File: src/rtl/asram_pkg.sv
package asram_pkg;

  typedef enum logic [1:0] {
    ST_IDLE     = 2'd0,
    ST_RD_WAIT  = 2'd1,
    ST_RD_TURN  = 2'd2,
    ST_WR_PULSE = 2'd3
  } seq_state_t;

  typedef enum logic [2:0] {
    TM_CYCLE,
    TM_ADDR_ACC,
    TM_OE_ACC,
    TM_WE_PULSE,
    TM_ADDR_END,
    TM_DATA_SET,
    TM_RELEASE
  } tm_item_t;

  typedef struct packed {
    logic cs_n;
    logic oe_n;
    logic we_n;
    logic dq_oe;
  } mem_ctl_t;

  localparam mem_ctl_t CTL_IDLE = '{cs_n: 1'b1, oe_n: 1'b1, we_n: 1'b1, dq_oe: 1'b0};

  // Timing limit in ns for one item of one speed grade (0 = fast, else slow)
  function automatic int unsigned item_ns(int unsigned grade, tm_item_t item);
    int unsigned ns;
    case (item)
      TM_CYCLE:    ns = (grade == 0) ? 55 : 70;
      TM_ADDR_ACC: ns = (grade == 0) ? 55 : 70;
      TM_OE_ACC:   ns = (grade == 0) ? 25 : 35;
      TM_WE_PULSE: ns = (grade == 0) ? 40 : 50;
      TM_ADDR_END: ns = (grade == 0) ? 45 : 60;
      TM_DATA_SET: ns = (grade == 0) ? 25 : 30;
      TM_RELEASE:  ns = (grade == 0) ? 20 : 30;
      default:     ns = 1;
    endcase
    return ns;
  endfunction

  // Round a time up to whole clock cycles, never less than one
  function automatic int unsigned ns_to_cycles(int unsigned ns, int unsigned period);
    int unsigned c;
    if (period == 0) return 1;
    c = (ns + period - 1) / period;
    if (c < 1) c = 1;
    return c;
  endfunction

  function automatic int unsigned max2(int unsigned a, int unsigned b);
    return (a > b) ? a : b;
  endfunction

  function automatic int unsigned item_cycles(int unsigned grade, int unsigned period,
                                              tm_item_t item);
    return ns_to_cycles(item_ns(grade, item), period);
  endfunction

  function automatic int unsigned read_cycles(int unsigned grade, int unsigned period);
    return max2(max2(item_cycles(grade, period, TM_CYCLE),
                     item_cycles(grade, period, TM_ADDR_ACC)),
                item_cycles(grade, period, TM_OE_ACC));
  endfunction

  function automatic int unsigned write_cycles(int unsigned grade, int unsigned period);
    return max2(max2(item_cycles(grade, period, TM_WE_PULSE),
                     item_cycles(grade, period, TM_ADDR_END)),
                item_cycles(grade, period, TM_DATA_SET));
  endfunction

  function automatic int unsigned turn_cycles(int unsigned grade, int unsigned period);
    return item_cycles(grade, period, TM_RELEASE);
  endfunction

  // Bits needed to hold values 0..n
  function automatic int unsigned count_width(int unsigned n);
    int unsigned w;
    w = 1;
    while ((1 << w) <= n) w++;
    return w;
  endfunction

  // Strobe pattern for each sequencer state
  function automatic mem_ctl_t ctl_for(seq_state_t s);
    mem_ctl_t c;
    c = CTL_IDLE;
    case (s)
      ST_RD_WAIT: begin
        c.cs_n = 1'b0;
        c.oe_n = 1'b0;
      end
      ST_WR_PULSE: begin
        c.cs_n  = 1'b0;
        c.we_n  = 1'b0;
        c.dq_oe = 1'b1;
      end
      default: c = CTL_IDLE;
    endcase
    return c;
  endfunction

endpackage

File: src/rtl/asram_phase_timer.sv
module asram_phase_timer #(
  parameter int CNT_W = 4
) (
  input  logic             clk,
  input  logic             rst_n,
  input  logic             load,
  input  logic [CNT_W-1:0] load_val,
  output logic             expired
);

  logic [CNT_W-1:0] cnt_q;

  always_ff @(posedge clk or negedge rst_n) begin
    if (!rst_n) begin
      cnt_q <= '0;
    end else if (load) begin
      cnt_q <= load_val;
    end else if (cnt_q != '0) begin
      cnt_q <= cnt_q - 1'b1;
    end
  end

  assign expired = (cnt_q == '0);

endmodule

File: src/rtl/asram_seq.sv
module asram_seq
  import asram_pkg::*;
#(
  parameter int RD_CYC   = 14,
  parameter int WR_CYC   = 12,
  parameter int TURN_CYC = 5,
  parameter int CNT_W    = 4
) (
  input  logic             clk,
  input  logic             rst_n,
  input  logic             req_valid,
  input  logic             req_write,
  input  logic             phase_done,
  output seq_state_t       state_q,
  output seq_state_t       state_d,
  output logic             tmr_load,
  output logic [CNT_W-1:0] tmr_val,
  output logic             acc_start,
  output logic             rd_capture
);

  localparam logic [CNT_W-1:0] RD_LOAD   = CNT_W'(RD_CYC - 1);
  localparam logic [CNT_W-1:0] WR_LOAD   = CNT_W'(WR_CYC - 1);
  localparam logic [CNT_W-1:0] TURN_LOAD = CNT_W'(TURN_CYC - 1);

  always_comb begin
    state_d    = state_q;
    tmr_load   = 1'b0;
    tmr_val    = '0;
    acc_start  = 1'b0;
    rd_capture = 1'b0;
    case (state_q)
      ST_IDLE: begin
        if (req_valid) begin
          acc_start = 1'b1;
          tmr_load  = 1'b1;
          if (req_write) begin
            state_d = ST_WR_PULSE;
            tmr_val = WR_LOAD;
          end else begin
            state_d = ST_RD_WAIT;
            tmr_val = RD_LOAD;
          end
        end
      end
      ST_RD_WAIT: begin
        if (phase_done) begin
          rd_capture = 1'b1;
          state_d    = ST_RD_TURN;
          tmr_load   = 1'b1;
          tmr_val    = TURN_LOAD;
        end
      end
      ST_RD_TURN: begin
        if (phase_done) state_d = ST_IDLE;
      end
      ST_WR_PULSE: begin
        if (phase_done) state_d = ST_IDLE;
      end
      default: state_d = ST_IDLE;
    endcase
  end

  always_ff @(posedge clk or negedge rst_n) begin
    if (!rst_n) state_q <= ST_IDLE;
    else        state_q <= state_d;
  end

endmodule

File: src/rtl/asram_io.sv
module asram_io
  import asram_pkg::*;
#(
  parameter int ADDR_W = 15,
  parameter int DATA_W = 8
) (
  input  logic              clk,
  input  logic              rst_n,
  input  seq_state_t        state_d,
  input  logic              acc_start,
  input  logic              rd_capture,
  input  logic [ADDR_W-1:0] req_addr,
  input  logic [DATA_W-1:0] req_wdata,
  input  logic [DATA_W-1:0] mem_dq_in,
  output mem_ctl_t          ctl_q,
  output logic [ADDR_W-1:0] addr_q,
  output logic [DATA_W-1:0] wdata_q,
  output logic              rsp_valid,
  output logic [DATA_W-1:0] rsp_rdata
);

  // Strobes are flops loaded from the next state, so they change on the
  // same edge as the sequencer and never glitch.
  always_ff @(posedge clk or negedge rst_n) begin
    if (!rst_n) ctl_q <= CTL_IDLE;
    else        ctl_q <= ctl_for(state_d);
  end

  always_ff @(posedge clk or negedge rst_n) begin
    if (!rst_n) begin
      addr_q  <= '0;
      wdata_q <= '0;
    end else if (acc_start) begin
      addr_q  <= req_addr;
      wdata_q <= req_wdata;
    end
  end

  always_ff @(posedge clk or negedge rst_n) begin
    if (!rst_n) begin
      rsp_valid <= 1'b0;
      rsp_rdata <= '0;
    end else begin
      rsp_valid <= rd_capture;
      if (rd_capture) rsp_rdata <= mem_dq_in;
    end
  end

endmodule

File: src/rtl/asram_ctrl.sv
module asram_ctrl
  import asram_pkg::*;
#(
  parameter int ADDR_W        = 15,
  parameter int DATA_W        = 8,
  parameter int CLK_PERIOD_NS = 4,
  parameter int SPEED_GRADE   = 0
) (
  input  logic              clk,
  input  logic              rst_n,
  input  logic              req_valid,
  output logic              req_ready,
  input  logic              req_write,
  input  logic [ADDR_W-1:0] req_addr,
  input  logic [DATA_W-1:0] req_wdata,
  output logic              rsp_valid,
  output logic [DATA_W-1:0] rsp_rdata,
  output logic              mem_cs_n,
  output logic              mem_oe_n,
  output logic              mem_we_n,
  output logic [ADDR_W-1:0] mem_addr,
  output logic [DATA_W-1:0] mem_dq_out,
  output logic              mem_dq_oe,
  input  logic [DATA_W-1:0] mem_dq_in
);

  localparam int RD_CYC   = int'(read_cycles(SPEED_GRADE, CLK_PERIOD_NS));
  localparam int WR_CYC   = int'(write_cycles(SPEED_GRADE, CLK_PERIOD_NS));
  localparam int TURN_CYC = int'(turn_cycles(SPEED_GRADE, CLK_PERIOD_NS));
  localparam int CYC_MAX  = int'(max2(max2(RD_CYC, WR_CYC), TURN_CYC));
  localparam int CNT_W    = int'(count_width(CYC_MAX));

  seq_state_t       state_q;
  seq_state_t       state_d;
  logic             tmr_load;
  logic [CNT_W-1:0] tmr_val;
  logic             phase_done;
  logic             acc_start;
  logic             rd_capture;
  mem_ctl_t         ctl_q;

  asram_phase_timer #(.CNT_W(CNT_W)) u_timer (
    .clk      (clk),
    .rst_n    (rst_n),
    .load     (tmr_load),
    .load_val (tmr_val),
    .expired  (phase_done)
  );

  asram_seq #(
    .RD_CYC   (RD_CYC),
    .WR_CYC   (WR_CYC),
    .TURN_CYC (TURN_CYC),
    .CNT_W    (CNT_W)
  ) u_seq (
    .clk        (clk),
    .rst_n      (rst_n),
    .req_valid  (req_valid),
    .req_write  (req_write),
    .phase_done (phase_done),
    .state_q    (state_q),
    .state_d    (state_d),
    .tmr_load   (tmr_load),
    .tmr_val    (tmr_val),
    .acc_start  (acc_start),
    .rd_capture (rd_capture)
  );

  asram_io #(.ADDR_W(ADDR_W), .DATA_W(DATA_W)) u_io (
    .clk        (clk),
    .rst_n      (rst_n),
    .state_d    (state_d),
    .acc_start  (acc_start),
    .rd_capture (rd_capture),
    .req_addr   (req_addr),
    .req_wdata  (req_wdata),
    .mem_dq_in  (mem_dq_in),
    .ctl_q      (ctl_q),
    .addr_q     (mem_addr),
    .wdata_q    (mem_dq_out),
    .rsp_valid  (rsp_valid),
    .rsp_rdata  (rsp_rdata)
  );

  assign req_ready = (state_q == ST_IDLE);
  assign mem_cs_n  = ctl_q.cs_n;
  assign mem_oe_n  = ctl_q.oe_n;
  assign mem_we_n  = ctl_q.we_n;
  assign mem_dq_oe = ctl_q.dq_oe;

endmodule

File: config.mk
export PLATFORM = sky130hd
export DESIGN_NAME = asram_ctrl
export DESIGN_NICKNAME = d
export VERILOG_FILES = /design/src/rtl/asram_pkg.sv /design/src/rtl/asram_phase_timer.sv /design/src/rtl/asram_seq.sv /design/src/rtl/asram_io.sv /design/src/rtl/asram_ctrl.sv
export SDC_FILE = /design/constraint.sdc
export NUM_CORES = 1
export LEC_CHECK = 0
export BUFFER_PORTS_ARGS = -buffer_cell sky130_fd_sc_hd__buf_4
export CAP_MARGIN = 20
export CORE_ASPECT_RATIO = 0.8
export CORE_MARGIN = 5
export CORE_UTILIZATION = 50
export CTS_CLUSTER_SIZE = 16
export DETAILED_ROUTE_END_ITERATION = 10
export PLACE_DENSITY = 0.86
export SLEW_MARGIN = 0
export SYNTH_ARGS = -nofsm -noshare
export SYNTH_HDL_FRONTEND = slang
export SYNTH_SLANG_ARGS = --single-unit
File: constraint.sdc
create_clock -name clk -period 6 [get_ports clk]
set_input_delay 1.2 -clock clk [delete_from_list [all_inputs] [get_ports clk]]
set_output_delay 1.2 -clock clk [all_outputs]
set_load 0.02 [all_outputs]
== Word level (Yosys, flattened, before mapping) ==
Index checks and enable logic that the tools add are counted.

* Output and inout bits: 37
* Word-level logic and storage cells: 41
* Register bits after elaboration: 42
* Input bits: 35

* Equal/unequal tests: 5
* Reduce and logical (&&, ||, !) cells: 6
* Multiplexer cells: 19
* $add $sub $neg: 1

{| class="wikitable"
|+ Operators by type and width
! kind !! count
|-
| two-way mux 4 bit || 3
|-
| two-way mux 2 bit || 5
|-
| one-hot mux 4 bit (2 select lines) || 1
|-
| == test 2 bit (second input constant) || 3
|-
| two-way mux 1 bit || 6
|-
| two-way mux 3 bit || 2
|-
| one-hot mux 2 bit (3 select lines) || 1
|-
| == test 2 x 1 -> 1 bit (second input constant) || 2
|-
| logical NOT 4 bit || 1
|-
| nonzero test 4 bit || 1
|-
| OR reduction 2 bit || 2
|-
| subtractor 4 x 1 -> 4 bit (second input constant) || 1
|-
| logical NOT 2 bit || 1
|-
| one-hot mux 1 bit (2 select lines) || 1
|-
| nonzero test 2 bit || 1
|}

== Longest topological paths before layout ==
* Depth in word-level cells: 6
* Depth in mapped cells: 8
* Depth with buffers taken out: 6

== Cells and area by module ==
From an unflattened synthesis, not the netlist that was laid out.

* Cells, all modules: 114
* Area, all modules: 1681.6 um^2

{| class="wikitable"
|+ Modules (own cells, without submodules)
! module !! cells an instance !! times used !! seq. area each (um^2) !! area an instance (um^2)
|-
| asram_io || 74 || 1 || 904.6 || 1301.2
|-
| asram_phase_timer || 22 || 1 || 100.1 || 234.0
|-
| asram_seq || 17 || 1 || 50.0 || 142.6
|-
| asram_ctrl || 1 || 1 || 0.0 || 3.8
|}

== Worst setup path after synthesis ==
Ideal clock, no wire load.

* Path kind: input to register
* Start: input req_valid
* End: register u_io.addr_q[0]
* Setup time: 0.125 ns
* Arrival: 2.212 ns
* Buffers on the path: 1
* Data required time: 5.875 ns
* Stages: 3
* Path slack: 3.663 ns
* Cells stage by stage: nor3b_1 clkbuf_1 mux2_2

* Cells in the longest elaborated chain, start to end: 2

{| class="wikitable"
|+ RTL lines
! element !! RTL line !! RTL
|-
| start: declaration || asram_ctrl.sv:11 || <nowiki>input logic req_valid,</nowiki>
|-
| two-way mux 1 bit || asram_seq.sv:34 || <nowiki>if (req_valid) begin</nowiki>
|-
| two-way mux 1 bit || asram_seq.sv:32 || <nowiki>case (state_q)</nowiki>
|-
| end signal: assignment || asram_io.sv:34 || <nowiki>addr_q <= req_addr;</nowiki>
|-
| end: declaration || asram_io.sv:16 || <nowiki>output logic [ADDR_W-1:0] addr_q,</nowiki>
|}

Every way passes these cells.
A chain may end at the register's enable or synchronous reset.

== Worst setup path after layout ==
* Start: register u_timer.cnt_q[0]
* End: register u_io.rsp_rdata[0]

* Cells in the longest elaborated chain, start to end: 3

{| class="wikitable"
|+ RTL lines
! element !! RTL line !! RTL
|-
| start: declaration || asram_phase_timer.sv:11 || <nowiki>logic [CNT_W-1:0] cnt_q;</nowiki>
|-
| start signal: assignment || asram_phase_timer.sv:17 || <nowiki>cnt_q <= load_val;</nowiki>
|-
| start signal: assignment || asram_phase_timer.sv:19 || <nowiki>cnt_q <= cnt_q - 1'b1;</nowiki>
|-
| logical NOT 4 bit || asram_phase_timer.sv:23 || <nowiki>assign expired = (cnt_q == '0);</nowiki>
|-
| two-way mux 1 bit || asram_seq.sv:47 || <nowiki>if (phase_done) begin</nowiki>
|-
| two-way mux 1 bit || asram_seq.sv:32 ||
|-
| end signal: assignment || asram_io.sv:45 || <nowiki>if (rd_capture) rsp_rdata <= mem_dq_in;</nowiki>
|-
| end: declaration || asram_io.sv:19 || <nowiki>output logic [DATA_W-1:0] rsp_rdata</nowiki>
|}

Every way passes these cells.

==> impl_metrics.toml <==
[global_routing]
grt_start_max_net_pins = 43
gr-total-overflow = 0
grt.total_usage = 0.1672
antenna_found_initial = 0
grt_pass1_wl_um = 5602
grt_pass1_vias = 1208

[synthesis]
synth_compound_gate_area_share = 0.03973
ys_seq_area_frac = 0.6319
synthSimpleGateAreaFrac = 0.06147
syn-instance-count = 110
ys_types = 26
ys.warnings.count = 0
synth_top_area_cell = "dfrtp_1"
synth_area_leaders = "dfrtp_1 (58%), mux2_2 (16%), mux2_4 (7.2%)"
synthAdderAreaFrac = 0.007496
synth_fp_nets = 146
avgSynthCellArea_sq_um = 15.17
synth_area_sq_mm = 0.001669
synth_top_family_by_area = "multiplexers"
synth_seq_cells = 42
synth_top_area_frac = 0.5847
synth.area.mux_share = 0.2339
synth_xor_area_frac = 0

[clocking]
worstSkewPairLatency_ps = 290
cts_root_buf = "clkbuf_8"
cts_resized = 0
cts_setup_buffers = 0
tritoncts = "built"
cts_buffers = 5
cts_num_sinks = 42
cts_max_level = 2
hold_buffers = 0
clock_path_buffers = 2
cts.reportedPaths.clkPinSlew_ps = 70

[power_and_ir_drop]
powerDensity_mw_per_mm2 = 599.5
p_switching_mw = 0.4859
power.leakage_nw = 1.183
power_frac_comb = 0.449
swShare = 0.3411
clkPwrFrac = 0.187
peakVddDrop_uv = 347.4
power.share.sequential = 0.364
p_int_mw = 0.9386

[die]
fp.dieW_um = 74.60
ioPinCount = 72
design.die.area_sq_mm = 0.004601
core_sq_mm = 0.003153
start_util = 0.5294
rows = 18
die_y_um = 61.68

[detailed_routing]
wl_per_cell_um = 16.05
via_count = 1156
drt_iter0_markers = 27
drt-vias-per-instance = 5.161
dr.pass1.iters = 4
postRouteAntennaNets = 0
wl_um = 3596
drcViolationCount = 0

[min_path]
min_to = "u_io.rsp_rdata[1]"
min_from = "u_io.rsp_rdata[1]"
hold_path_class = "reg -> reg"
hold_depth = 1

[placed_design]
pre_cts_ws_ps = 3681
dp_hpwl_um = 2661
gp_congestion = 0.7366
portBuffers = 71

[setup_path]
critPathKind = "reg -> reg"
worstSetupStartpointType = "register"
worst-r2r-cell-count = 5
crit_required_ps = 6170
r2r-end = "u_io.rsp_rdata[0]"
end_kind = "register"
reg2reg_from = "u_timer.cnt_q[0]"
critPathSlowestCell = "or3b_1"
critical_path.cell_chain = "inv_1, ha_1, or3b_1, or3b_1, mux2_4"
slowest_delay_ps = 660
rrSetupSlack_ps = 3700
cp_common_cell = "or3b_1"
path_max_fanout = 10
cp.arrival_ps = 2470

[job]
max_cap_viol_count = 0

[sta]
clock_skew_ps = 5.096
finalMaxSlewViolations = 0
final.period_utilization = 0.3830
max_freq_ghz = 0.4352
setup-tns-final_ps = 0
hold_viol_final = 0
max_slew_margin = 0.6261
period_minus_slack_ps = 2298
worst_pin_slew_ps = 560.9
setup_slack_ps = 3702
setup_viol = 0
rsz0062_at_grt = "false"

[status]
status = "complete, no violations"

[layout]
drive_above_1_share = 0.6522
seq_area_sq_mm = 0.001055
multi_input_area_sq_um = 576.8
syn_to_final_growth_pct = 42.35
fillCellCount = 217
fin_nets = 219
diodes = 0
## critical path: cells and delay by family, from the launching register on
kind                     cells  cell delay [ps]
buffers and inverters        1              100
flip-flops                   1              380
adder cells (fa/ha/maj)      1              200
multiplexers                 1              390
AND/OR/NAND/NOR              2             1110
## Yosys cell counts, drive strengths merged
| master | number |
|---|---|
| a211o | 1 |
| a21o | 1 |
| a21oi | 3 |
| and2 | 2 |
| and2b | 1 |
| and3b | 1 |
| buf | 2 |
| clkbuf | 4 |
| dfrtp | 39 |
| dfstp | 3 |
| ha | 1 |
| inv | 3 |
| mux2 | 32 |
| nand2 | 2 |
| nor2 | 2 |
| nor3 | 2 |
| nor3b | 2 |
| o21ai | 1 |
| o21bai | 1 |
| o31ai | 3 |
| or2 | 1 |
| or3 | 1 |
| or3b | 2 |
## power by group through the flow
| stage | combinational (mW) | clock [mW] | sequential, mW |
|---|---|---|---|
| after floorplan | 0.233 | 0 | 0.658 |
| after global placement | 0.630 | 0 | 0.509 |
| after detailed placement | 0.648 | 0 | 0.523 |
| after CTS | 0.650 | 0.274 | 0.520 |
| after global routing | 0.684 | 0.284 | 0.538 |
| final | 0.640 | 0.267 | 0.518 |
## how the worst max path moves through the flow
stage,slack [ps],cells after the start,to,from
2_1_floorplan,3660,3,u_io.addr_q[0],req_valid
3_3_place_gp,3720,4,u_io.addr_q[8],req_valid
3_5_place_dp,3680,4,u_io.addr_q[2],req_valid
4_1_cts,3700,5,u_io.rsp_rdata[0],u_timer.cnt_q[0]
5_1_grt,3580,5,u_io.rsp_rdata[6],u_timer.cnt_q[0]
6_report,3700,5,u_io.rsp_rdata[0],u_timer.cnt_q[0]
## area by class of cell
| type | instances | area share |
|---|---|---|
| clock buffers | 6 | 0.03476 |
| clock inverters | 2 | 0.02528 |
| inverters | 3 | 0.004739 |
| multi-input cells | 59 | 0.2428 |
| flip-flops and latches | 42 | 0.4439 |
| well taps | 40 | 0.02106 |
| repair buffers | 72 | 0.2275 |
## cell families after synthesis
family                     after synthesis
buffers and inverters                    9
and+or+nand+nor                         16
DFF                                     42
AOI/OAI and AO/OA                       10
adders and majority gates                1
muxes                                   32
## sequential cells by signal, summed over array words and instances (netlist names)
signal          count
u_io.addr_q        15
u_io.ctl_q          4
u_io.rsp_rdata      8
u_io.rsp_valid      1
u_io.wdata_q        8
u_seq.state_q       2
u_timer.cnt_q       4
## routing by layer
layer	GRT usage	part of all wire	up-vias
met4	0.06853	0.0089	0
li1	-	-	529
met3	0.04894	0.098	4
met5	0	0	-
met2	0.2829	0.49	51
met1	0.2032	0.41	572
## placed cells by master, fill, tap and decap left out, drive strengths merged, types with 3 or more instances in the layout
master  synthesis  layout
o31ai           3       3
mux2           32      32
dfstp           3       3
buf             2      72
dfrtp          39      39
clkbuf          4       6
inv             3       3
a21oi           3       3
## per-stage QoR
stage	hold slack (ps)	instance area, sq um	instances	power (mW)	utilization
after floorplan	490.8	1669	110	0.8910	-
after global placement	492.3	2233	216	1.139	0.7083
after detailed placement	498.8	2233	216	1.171	0.7083
after CTS	516.0	2376	224	1.444	0.7536
after global routing	530.0	2376	224	1.506	0.7536
final	512.5	2376	224	1.424	0.7536
No activity file was read; power rests on OpenSTA's default activity.
